File: src/rtl/cfg_seq_pkg.sv
package cfg_seq_pkg;

    typedef enum logic [2:0] {
        ST_IDLE,
        ST_ISSUE,
        ST_XFER,
        ST_HOLD,
        ST_FINISH
    } seq_state_t;

    localparam int unsigned FRAME_W    = 24;
    localparam int unsigned STEP_COUNT = 14;
    localparam int unsigned STEP_W     = 4;
    localparam logic [15:0] EMPH_ADDR  = 16'h0048;

    // Start-up list; the order of link/calibration writes is behaviour.
    function automatic logic [FRAME_W-1:0] step_word(
        input logic [STEP_W-1:0] idx,
        input logic [7:0]        jmode,
        input logic [7:0]        kval,
        input logic [7:0]        sync,
        input logic [7:0]        scram,
        input logic [7:0]        tpat,
        input logic [7:0]        gain
    );
        logic [FRAME_W-1:0] w;
        unique case (idx)
            4'd0:    w = {16'h0000, 8'hB0};
            4'd1:    w = {16'h0200, 8'h00};
            4'd2:    w = {16'h0061, 8'h00};
            4'd3:    w = {16'h0201, jmode};
            4'd4:    w = {16'h0202, kval};
            4'd5:    w = {16'h0203, sync};
            4'd6:    w = {16'h0204, scram};
            4'd7:    w = {16'h0205, tpat};
            4'd8:    w = {16'h0030, gain};
            4'd9:    w = {16'h0032, gain};
            4'd10:   w = {16'h0061, 8'h01};
            4'd11:   w = {16'h0200, 8'h01};
            4'd12:   w = {16'h006C, 8'h00};
            4'd13:   w = {16'h006C, 8'h01};
            default: w = '0;
        endcase
        return w;
    endfunction

endpackage

File: src/rtl/cfg_spi_shifter.sv
module cfg_spi_shifter #(
    parameter int unsigned FRAME_W = 24,
    parameter int unsigned HALF    = 2
) (
    input  logic               clk,
    input  logic               rst_n,
    input  logic               load_i,
    input  logic [FRAME_W-1:0] word_i,
    output logic               done_o,
    output logic               sclk_o,
    output logic               cs_n_o,
    output logic               mosi_o
);
    localparam int unsigned DIV_W = (HALF > 1) ? $clog2(HALF) : 1;
    localparam int unsigned BIT_W = $clog2(FRAME_W);

    logic [FRAME_W-1:0] sh_q;
    logic [DIV_W-1:0]   div_q;
    logic [BIT_W-1:0]   bit_q;
    logic               act_q, sclk_q, cs_q, done_q;

    always_ff @(posedge clk or negedge rst_n) begin
        if (!rst_n) begin
            sh_q   <= '0;
            div_q  <= '0;
            bit_q  <= '0;
            act_q  <= 1'b0;
            sclk_q <= 1'b0;
            cs_q   <= 1'b1;
            done_q <= 1'b0;
        end else begin
            done_q <= 1'b0;
            if (!act_q) begin
                if (load_i) begin
                    act_q  <= 1'b1;
                    cs_q   <= 1'b0;
                    sh_q   <= word_i;
                    div_q  <= '0;
                    bit_q  <= '0;
                    sclk_q <= 1'b0;
                end
            end else if (div_q == DIV_W'(HALF - 1)) begin
                div_q <= '0;
                if (!sclk_q) begin
                    sclk_q <= 1'b1;
                end else begin
                    sclk_q <= 1'b0;
                    if (bit_q == BIT_W'(FRAME_W - 1)) begin
                        act_q  <= 1'b0;
                        cs_q   <= 1'b1;
                        done_q <= 1'b1;
                    end else begin
                        bit_q <= bit_q + 1'b1;
                        sh_q  <= {sh_q[FRAME_W-2:0], 1'b0};
                    end
                end
            end else begin
                div_q <= div_q + 1'b1;
            end
        end
    end

    assign done_o = done_q;
    assign sclk_o = sclk_q;
    assign cs_n_o = cs_q;
    assign mosi_o = sh_q[FRAME_W-1];

endmodule

File: src/rtl/cfg_wait_timer.sv
module cfg_wait_timer #(
    parameter int unsigned CYCLES = 5000
) (
    input  logic clk,
    input  logic rst_n,
    input  logic arm_i,
    output logic expire_o
);
    localparam int unsigned CNT_W = $clog2(CYCLES + 1);

    logic [CNT_W-1:0] cnt_q;
    logic             run_q;

    always_ff @(posedge clk or negedge rst_n) begin
        if (!rst_n) begin
            cnt_q <= '0;
            run_q <= 1'b0;
        end else if (arm_i) begin
            cnt_q <= CNT_W'(CYCLES - 1);
            run_q <= 1'b1;
        end else if (run_q) begin
            if (cnt_q == '0) run_q <= 1'b0;
            else             cnt_q <= cnt_q - 1'b1;
        end
    end

    assign expire_o = run_q && (cnt_q == '0);

endmodule

File: src/rtl/cfg_seq_top.sv
module cfg_seq_top
    import cfg_seq_pkg::*;
#(
    parameter int unsigned WAIT_CYCLES  = 5000,
    parameter int unsigned SCLK_HALF    = 2,
    parameter int unsigned EMPH_MAX     = 4,
    parameter logic [7:0]  JMODE_VAL    = 8'h01,
    parameter logic [7:0]  K_VAL        = 8'h03,
    parameter logic [7:0]  SYNC_VAL     = 8'h01,
    parameter logic [7:0]  SCRAMBLE_VAL = 8'h00,
    parameter logic [7:0]  TEST_VAL     = 8'h05,
    parameter logic [7:0]  GAIN_VAL     = 8'hFF
) (
    input  logic clk,
    input  logic rst_n,
    input  logic start_i,
    input  logic sweep_i,
    output logic busy_o,
    output logic done_o,
    output logic spi_sclk_o,
    output logic spi_cs_n_o,
    output logic spi_mosi_o
);
    localparam logic [STEP_W-1:0] LAST_STEP = STEP_W'(STEP_COUNT - 1);
    localparam logic [7:0]        EMPH_TOP  = 8'(EMPH_MAX);

    seq_state_t          state_q, state_d;
    logic [STEP_W-1:0]   step_q;
    logic                sweep_q;
    logic [7:0]          emph_q, emph_next;
    logic                spi_done, spi_load, tmr_arm, tmr_expire;
    logic [FRAME_W-1:0]  word;

    // state register
    always_ff @(posedge clk or negedge rst_n) begin
        if (!rst_n) state_q <= ST_IDLE;
        else        state_q <= state_d;
    end

    always_comb begin
        state_d = state_q;
        unique case (state_q)
            ST_IDLE:   if (start_i || sweep_i) state_d = ST_ISSUE;
            ST_ISSUE:  state_d = ST_XFER;
            ST_XFER:   if (spi_done) begin
                           if (sweep_q)                 state_d = ST_IDLE;
                           else if (step_q == '0)       state_d = ST_HOLD;
                           else if (step_q == LAST_STEP) state_d = ST_FINISH;
                           else                         state_d = ST_ISSUE;
                       end
            ST_HOLD:   if (tmr_expire) state_d = ST_ISSUE;
            ST_FINISH: state_d = ST_IDLE;
            default:   state_d = ST_IDLE;
        endcase
    end

    assign emph_next = (emph_q == '0 || emph_q >= EMPH_TOP) ? 8'h01 : emph_q + 8'h01;

    // step index, mode flag and pre-emphasis value
    always_ff @(posedge clk or negedge rst_n) begin
        if (!rst_n) begin
            step_q  <= '0;
            sweep_q <= 1'b0;
            emph_q  <= '0;
        end else begin
            unique case (state_q)
                ST_IDLE: begin
                    if (start_i) begin
                        step_q  <= '0;
                        sweep_q <= 1'b0;
                    end else if (sweep_i) begin
                        sweep_q <= 1'b1;
                        emph_q  <= emph_next;
                    end
                end
                ST_XFER: begin
                    if (spi_done && !sweep_q && step_q != '0 && step_q != LAST_STEP)
                        step_q <= step_q + 1'b1;
                end
                ST_HOLD: begin
                    if (tmr_expire) step_q <= STEP_W'(1);
                end
                default: ;
            endcase
        end
    end

    // outputs
    always_comb begin
        spi_load = (state_q == ST_ISSUE);
        tmr_arm  = (state_q == ST_XFER) && spi_done && !sweep_q && (step_q == '0);
        busy_o   = (state_q != ST_IDLE);
        done_o   = (state_q == ST_FINISH);
        word     = sweep_q ? {EMPH_ADDR, emph_q}
                           : step_word(step_q, JMODE_VAL, K_VAL, SYNC_VAL,
                                       SCRAMBLE_VAL, TEST_VAL, GAIN_VAL);
    end

    cfg_spi_shifter #(
        .FRAME_W (FRAME_W),
        .HALF    (SCLK_HALF)
    ) u_shift (
        .clk    (clk),
        .rst_n  (rst_n),
        .load_i (spi_load),
        .word_i (word),
        .done_o (spi_done),
        .sclk_o (spi_sclk_o),
        .cs_n_o (spi_cs_n_o),
        .mosi_o (spi_mosi_o)
    );

    cfg_wait_timer #(
        .CYCLES (WAIT_CYCLES)
    ) u_wait (
        .clk      (clk),
        .rst_n    (rst_n),
        .arm_i    (tmr_arm),
        .expire_o (tmr_expire)
    );

endmodule

File: config.mk
export PLATFORM = sky130hd
export DESIGN_NAME = cfg_seq_top
export DESIGN_NICKNAME = d
export VERILOG_FILES = /design/src/rtl/cfg_seq_pkg.sv /design/src/rtl/cfg_spi_shifter.sv /design/src/rtl/cfg_wait_timer.sv /design/src/rtl/cfg_seq_top.sv
export SDC_FILE = /design/constraint.sdc
export NUM_CORES = 1
export LEC_CHECK = 0
export CORE_AREA = 2 2 66 99
export DETAILED_ROUTE_END_ITERATION = 12
export DIE_AREA = 0 0 68 101
export GPL_TIMING_DRIVEN = 1
export PLACE_DENSITY = 0.75
export RECOVER_POWER = 25
export SLEW_MARGIN = 20
export SYNTH_ARGS = -nofsm -noshare
export SYNTH_HDL_FRONTEND = slang
export SYNTH_SLANG_ARGS = --single-unit
File: constraint.sdc
create_clock -name clk -period 5.85 [get_ports clk]
set_clock_uncertainty 0.05 [all_clocks]
set_input_delay 0.585 -clock clk [delete_from_list [all_inputs] [get_ports clk]]
set_output_delay 0.585 -clock clk [all_outputs]
set_load 0.005 [all_outputs]
==> metrics.txt, run 1 <==
register area share after synthesis=between 40% and 50%; hold crit path type=reg2reg; largest net degree at the start of global routing=65; CP top delay family=buffers and inverters; Critical Path Source Type=primary input; endpoints failing setup=0; max-capacitance violation count=1; drt drc=0; fin crit share=58.2%; Slew Viols, Final=65; H-tree depth=3; setup tns final=0 ns; clk_lat worst skew=0.35 ns; RSZ-0062 raised after global routing=false; gpl congestion=between 0.9 and 1; CP max FO=64; Core ar.=~0.0060 sq mm; post-DR vias/cell=6.16; Final Hold Fails=0; Primary FF master, synth=dfrtp_1; Yosys reg bits=between 60 and 70; DIE WIDTH=about 68 um; DRT met1 WL=2960 um; drt pass-1 iters=4; worst-path cell chain=buf_2 -> clkbuf_1; initial antenna violation count=0; Slowest cell on crit path=clkbuf_1; failing checks=capacitance limit, slew limit; first-pass GRT wire length=roughly 12000 um; post-layout util=62.7%; hold_buf cts=0; row count=35; WHS=0.429 ns; Met3 Wirelength=161 um; Syn Area/Cell=9.82 sq um; dpl hpwl=between 4000 and 5000 um; Sink Count=64; Net Count, Synth=369; Inserted Clock Buffers=9; CTS tree=built; # IOs=9; Tmin final=around 3.4 ns; Slew headroom=-123%; Slew @ Worst Pin=3.35 ns; die height=101 um; maximum VDD drop=0.237 mV; share of layout cells above drive strength 1=8.01%; gr usage total=about a quarter; Setup CP Type=in2async; outcome=finished with violations; Mapped Area=0.00347 sq mm; post-CTS setup buffers=0; crit path DAT=3.05 ns; CTS root buf=clkbuf_8; Worst Path Buf+Inv=2; Initial Util=57.4%; required time worst endpoint=roughly 5.5 ns; uppermost layer routed=met4; Post-DRT Antenna Nets=0; die area=~0.0069 sq mm; Congestion Overflow GR=0; R2R setup slack=3.64 ns; max frequency=~0.29 GHz; fraction of registers with async set/reset=100%; met2 wire length=about 3600 um; Distinct cells, synth=58; initial drt markers=roughly 150; Synth Instances=353; synthesis-to-finish area growth=9.35%; delay of the slowest critical-path stage=2.35 ns; routed wire length per instance=15.9 um; clk buf depth=2; total power per unit cell area=between 400 and 500 mW/mm^2; wirelength, routed=6940 um; post-cts resize count=0; n_diodes=0; EDFF count, synth=0; IO Port Bufs=8; Ys Warns=0; clock transition at the registers of the reported paths=0.07 ns; Lkg Pwr=~1.7 nW; number of global-route vias before repair=2613; via count=2685; CP Capture Type=async pin; Final #Nets=373
-- final timing paths --
kind,from,end,cells after the start
worst max register to register,step_q[1],step_q[2],6
max in group clk,state_q[1],busy_o,3
worst max-delay path,rst_n,emph_q[0],2
worst min-delay path,u_shift.sh_q[3],u_shift.sh_q[3],1
min in group asynchronous,rst_n,u_shift.bit_q[0],2
worst min register to register,u_shift.sh_q[3],u_shift.sh_q[3],1
-- per-layer routing --
metal  up-vias  GRT usage (%)
met3        14           4.69
li1       1305              -
met2        38           38.5
met4         0           12.0
met5         -              0
met1      1328           28.2
-- placed cells by master, fill, tap and decap left out, types with 3 or more instances in the layout --
cell type        instances
xor2_1                   4
a22oi_1                  4
nor2b_1                  9
clkbuf_1                 4
a22o_1                  11
o211ai_1                 3
inv_1                   18
xnor2_1                  4
a21oi_1                 19
clkbuf_8                 9
nand4_1                  4
ha_1                    12
nand3_1                 11
o22ai_1                  4
a21o_1                   6
a211oi_1                 3
mux2i_1                  4
and3_1                   6
nor3_1                   9
or3_1                    5
a221oi_1                 4
clkdlybuf4s50_1          7
nor2_1                  29
o21ai_0                 18
o31ai_1                  6
dfrtp_1                 63
nor4_1                   3
and2_1                   7
a41oi_1                  3
nand2_1                 27
a311oi_1                 3
-- per-stage QoR --
stage	power (mW)	setup slack, ns	std cells	cell area [sq um]
floorplan	1.10	3.72	353	3470
global placement	1.23	3.56	420	3590
detailed placement	1.25	3.52	420	3590
CTS	1.66	3.20	436	3790
global route	1.77	1.65	436	3790
finish	1.64	2.45	436	3790
-- final cells by class --
type | instances | area, sq um
sequential | 64 | 1600
clock inverter | 4 | 70.1
timing repair buffer | 10 | 86.3
tap | 74 | 92.6
fill | 507 | 2250
inverter | 18 | 67.6
clock buffer | 12 | 135
multi-input combinational | 254 | 1740
-- registers in the layout, summed over array words and instances, names as in the netlist --
name            cells
u_shift.act_q       1
step_q              4
u_wait.cnt_q       13
emph_q              8
u_shift.div_q       1
u_shift.done_o      1
u_shift.sclk_o      1
sweep_q             1
state_q             3
u_wait.run_q        1
u_shift.bit_q       5
u_shift.cs_n_o      1
u_shift.sh_q       24
-- cell families (layout without fill, tap and decap cells) --
logic type,count (synthesis),after routing,share of synthesized area [%]
multiplexers,6,6,1.91
AO/OA/AOI/OAI,98,98,20.4
adder cells (fa/ha/maj),12,12,4.33
flip-flops,64,64,46.2
XOR/XNOR,8,8,2.02
buffers and inverters,35,44,3.79
AND/OR/NAND/NOR,130,130,21.4
-- synth_stat cells (2+ instances only) --
cell type  number  area share [%]
nand2b_1        2            0.36
ha_1           12             4.3
nor3_1          9             1.3
nand2_1        27             2.9
nor4_1          3            0.54
mux2i_1         4             1.2
dfrtp_1        63              45
or4_4           2            0.65
or4_1           2            0.43
or3_1           5            0.90
inv_1          18             1.9
o31ai_1         6             1.3
nand4_1         4            0.72
xor2_1          4             1.0
nor4_4          2             1.2
o211ai_1        3            0.65
nor3b_1         2            0.43
a22o_1         11             2.8
a211oi_1        3            0.65
nor2b_1         9             1.6
and3_1          6             1.1
a22oi_1         4            0.87
a31oi_1         2            0.36
a2111oi_0       2            0.51
a21oi_1        20             2.9
o22ai_1         4            0.72
a311oi_1        3            0.76
buf_1           3            0.32
and2_1          7             1.3
o21ai_0        18             2.6
clkbuf_1       14             1.5
xnor2_1         4             1.0
nor2_1         29             3.1
a41oi_1         3            0.76
a21o_1          6             1.3
nor4b_1         2            0.51
a221oi_1        4             1.0
nand3_1        11             1.6
-- power breakdown --
part / total, mW / switching [mW] / internal, mW / leakage, nW
logic: 0.519 / 0.271 / 0.248 / 0.762
registers: 0.720 / 0.159 / 0.561 / 0.838
clock network: 0.404 / 0.165 / 0.239 / 0.104
total: 1.64 / 0.596 / 1.05 / 1.70
(Power assumes the default switching activity.)
==> run 2, diff against run 1 <==
--- a/config.mk
+++ b/config.mk
@@ -5,11 +5,11 @@
 export SDC_FILE = /design/constraint.sdc
 export NUM_CORES = 1
 export LEC_CHECK = 0
-export CORE_AREA = 2 2 66 99
+export CORE_AREA = 2 2 68 102
 export DETAILED_ROUTE_END_ITERATION = 12
-export DIE_AREA = 0 0 68 101
+export DIE_AREA = 0 0 70 104
 export GPL_TIMING_DRIVEN = 1
-export PLACE_DENSITY = 0.75
+export PLACE_DENSITY = 0.74
 export RECOVER_POWER = 25
 export SLEW_MARGIN = 20
 export SYNTH_ARGS = -nofsm -noshare
==> constraint.sdc (replaced) <==
create_clock -name clk -period 2.75 [get_ports clk]
set_clock_uncertainty 0.05 [all_clocks]
set_input_delay 0.275 -clock clk [delete_from_list [all_inputs] [get_ports clk]]
set_output_delay 0.275 -clock clk [all_outputs]
set_load 0.005 [all_outputs]
==> metrics.txt, run 2 (same netlist as run 1, synthesis figures left out) <==
Worst Path Buf+Inv=3 (+1); Worst Hold Launch=u_shift.cs_n_o; crit path DAT=1.96 ns (-1.09 ns); die height=104 um (+3.0%); largest net degree at the start of global routing=44 (-32%); total power=3.56 mW (+120%); hold crit path type=reg2reg; Setup crit start=state_q[1]; highest-count cells in the layout ignoring fill and taps=dfrtp_1, nor2_1, nand2_1; hold_buf cts=1 (+1); wirelength, routed=7260 um (+4.7%); CTS tree=built; Congestion Overflow GR=0 (unchanged); Setup WS post-layout=0.463 ns (-1.98 ns); gr usage total=21.7% (-1.6 points); Slowest cell on crit path=dfrtp_1; Post-Place Setup Slack=0.555 ns (-2.97 ns); clk_lat worst skew=0.36 ns (about the same); first-pass GRT wire length=12500 um (+4.6%); total power per unit cell area=921 mW/mm^2 (+110%); Cell Count, Final, Fillers Out=444 (+1.8%); initial antenna violation count=0 (unchanged); Sink Count=64 (unchanged); CP max FO=15 (-77%); H-tree depth=3 (unchanged); Final Cell Area=0.00387 sq mm (+2.0%); max frequency=0.437 GHz; clock transition at the registers of the reported paths=0.07 ns (about the same); endpoints failing setup=0 (unchanged); DIE WIDTH=70 um (+2.9%); required time worst endpoint=2.42 ns (-3.08 ns); failing checks=capacitance limit, slew limit; Slew headroom=-8.81% (+110 points); n_diodes=0 (unchanged); post-cts resize count=0 (unchanged); Final #Nets=379 (+1.6%); commonest non-fill, non-tap cell in the layout=dfrtp_1; Largest regs=u_shift.sh_q (24), u_wait.cnt_q (13), emph_q (8); drt pass-1 iters=5 (+1); drt drc=0 (unchanged); outcome=finished with violations; Inserted Clock Buffers=9 (unchanged); CP top delay family=buffers and inverters; CTS root buf=clkbuf_8; Post-DRT Antenna Nets=0 (unchanged); Lkg Pwr=1.75 nW (+2.5%); Largest Register=u_shift.sh_q; Slew Viols, Final=31 (-52%); fin crit share=83.2%; post-DR vias/cell=6.07 (-1.5%); IO Port Bufs=8 (unchanged); Initial Util=54.2% (-3.2 points); Slew @ Worst Pin=1.63 ns (-1.72 ns); delay of the slowest critical-path stage=0.56 ns (-1.79 ns); Critical Path Source Type=flip-flop; routed wire length per instance=16.4 um (+2.8%); row count=36 (+2.9%); RR Startpoint=step_q[1]; gpl congestion=0.856 (-11%); worst-path cell chain=nor3_1 -> buf_4 -> inv_1 -> clkdlybuf4s50_1; initial drt markers=160 (+3.9%); WHS=0.415 ns (-0.0141 ns); Core ar.=0.00640 sq mm (+5.8%); max-capacitance violation count=1 (unchanged); max FFs per register=24 (unchanged); # IOs=9 (unchanged); via count=2693 (+0.30%); maximum VDD drop=0.418 mV (+76%); share of layout cells above drive strength 1=9.78% (+1.8 points); RSZ-0062 raised after global routing=false; dpl hpwl=5230 um (+6.2%); number of global-route vias before repair=2690 (+2.9%); Tmin final=2.29 ns; synthesis-to-finish area growth=11.5%; DP Area=0.00364 sq mm (+1.5%); Final Hold Fails=0 (unchanged); post-placement cell count=427 (+1.7%); CP Capture Type=output pin; clk buf depth=2 (unchanged); post-layout util=60.4% (-2.3 points); post-CTS setup buffers=0 (unchanged); setup tns final=0 ns (unchanged); die area=0.00728 sq mm (+6.0%); Setup CP Type=reg2out
==> run 2: cell types whose count changed in the layout (fill, tap and decap cells not counted) <==
cell	change
bufinv_16	-1
buf_12	+1
clkbuf_1	-2
dlygate4sd3_1	+1
buf_4	+4
clkinv_2	-1
buf_2	-1
clkbuf_8	+4
clkbuf_2	+1
==> run 2: per-layer routing <==
layer	track usage [%]	share of wire (%)	wire length [um]
met1	25.1	43	3090
met2	36.9	53	3860
met3	4.94	2.0	143
met4	11.5	2.3	165
met5	0	0	0
==> run 2: cell type report <==
cell class | instances | area, sq um
clock buffer | 14 | 183
multi-input combinational | 254 | 1740
sequential | 64 | 1600
timing repair buffer | 16 | 146
inverter | 18 | 67.6
tap | 76 | 95.1
clock inverter | 2 | 35.0
fill | 532 | 2530
==> run 2: worst paths after layout <==
kind / slack [ns] / endpoint / cells after the start
worst max-delay path: 0.46 / busy_o / 4
worst min-delay path: 0.42 / u_shift.cs_n_o / 2
worst max register to register: 0.55 / step_q[2] / 6
worst min register to register: 0.42 / u_shift.cs_n_o / 2
max in group asynchronous: 0.59 / u_shift.cs_n_o / 3
min in group asynchronous: 0.81 / u_shift.sh_q[23] / 2
==> run 2: tightest hold or removal path, delay by kind of cell, from the launching register on <==
kind                   cells  cell delay (ns)
buffers and inverters      1             0.04
flip-flops                 1             0.37
AO/OA/AOI/OAI              1             0.05
==> run 2: power breakdown <==
part	internal [mW]	leakage, nW	switching [mW]
registers	1.19	0.838	0.299
logic	0.567	0.797	0.622
clock network	0.517	0.113	0.362
total	2.28	1.75	1.28
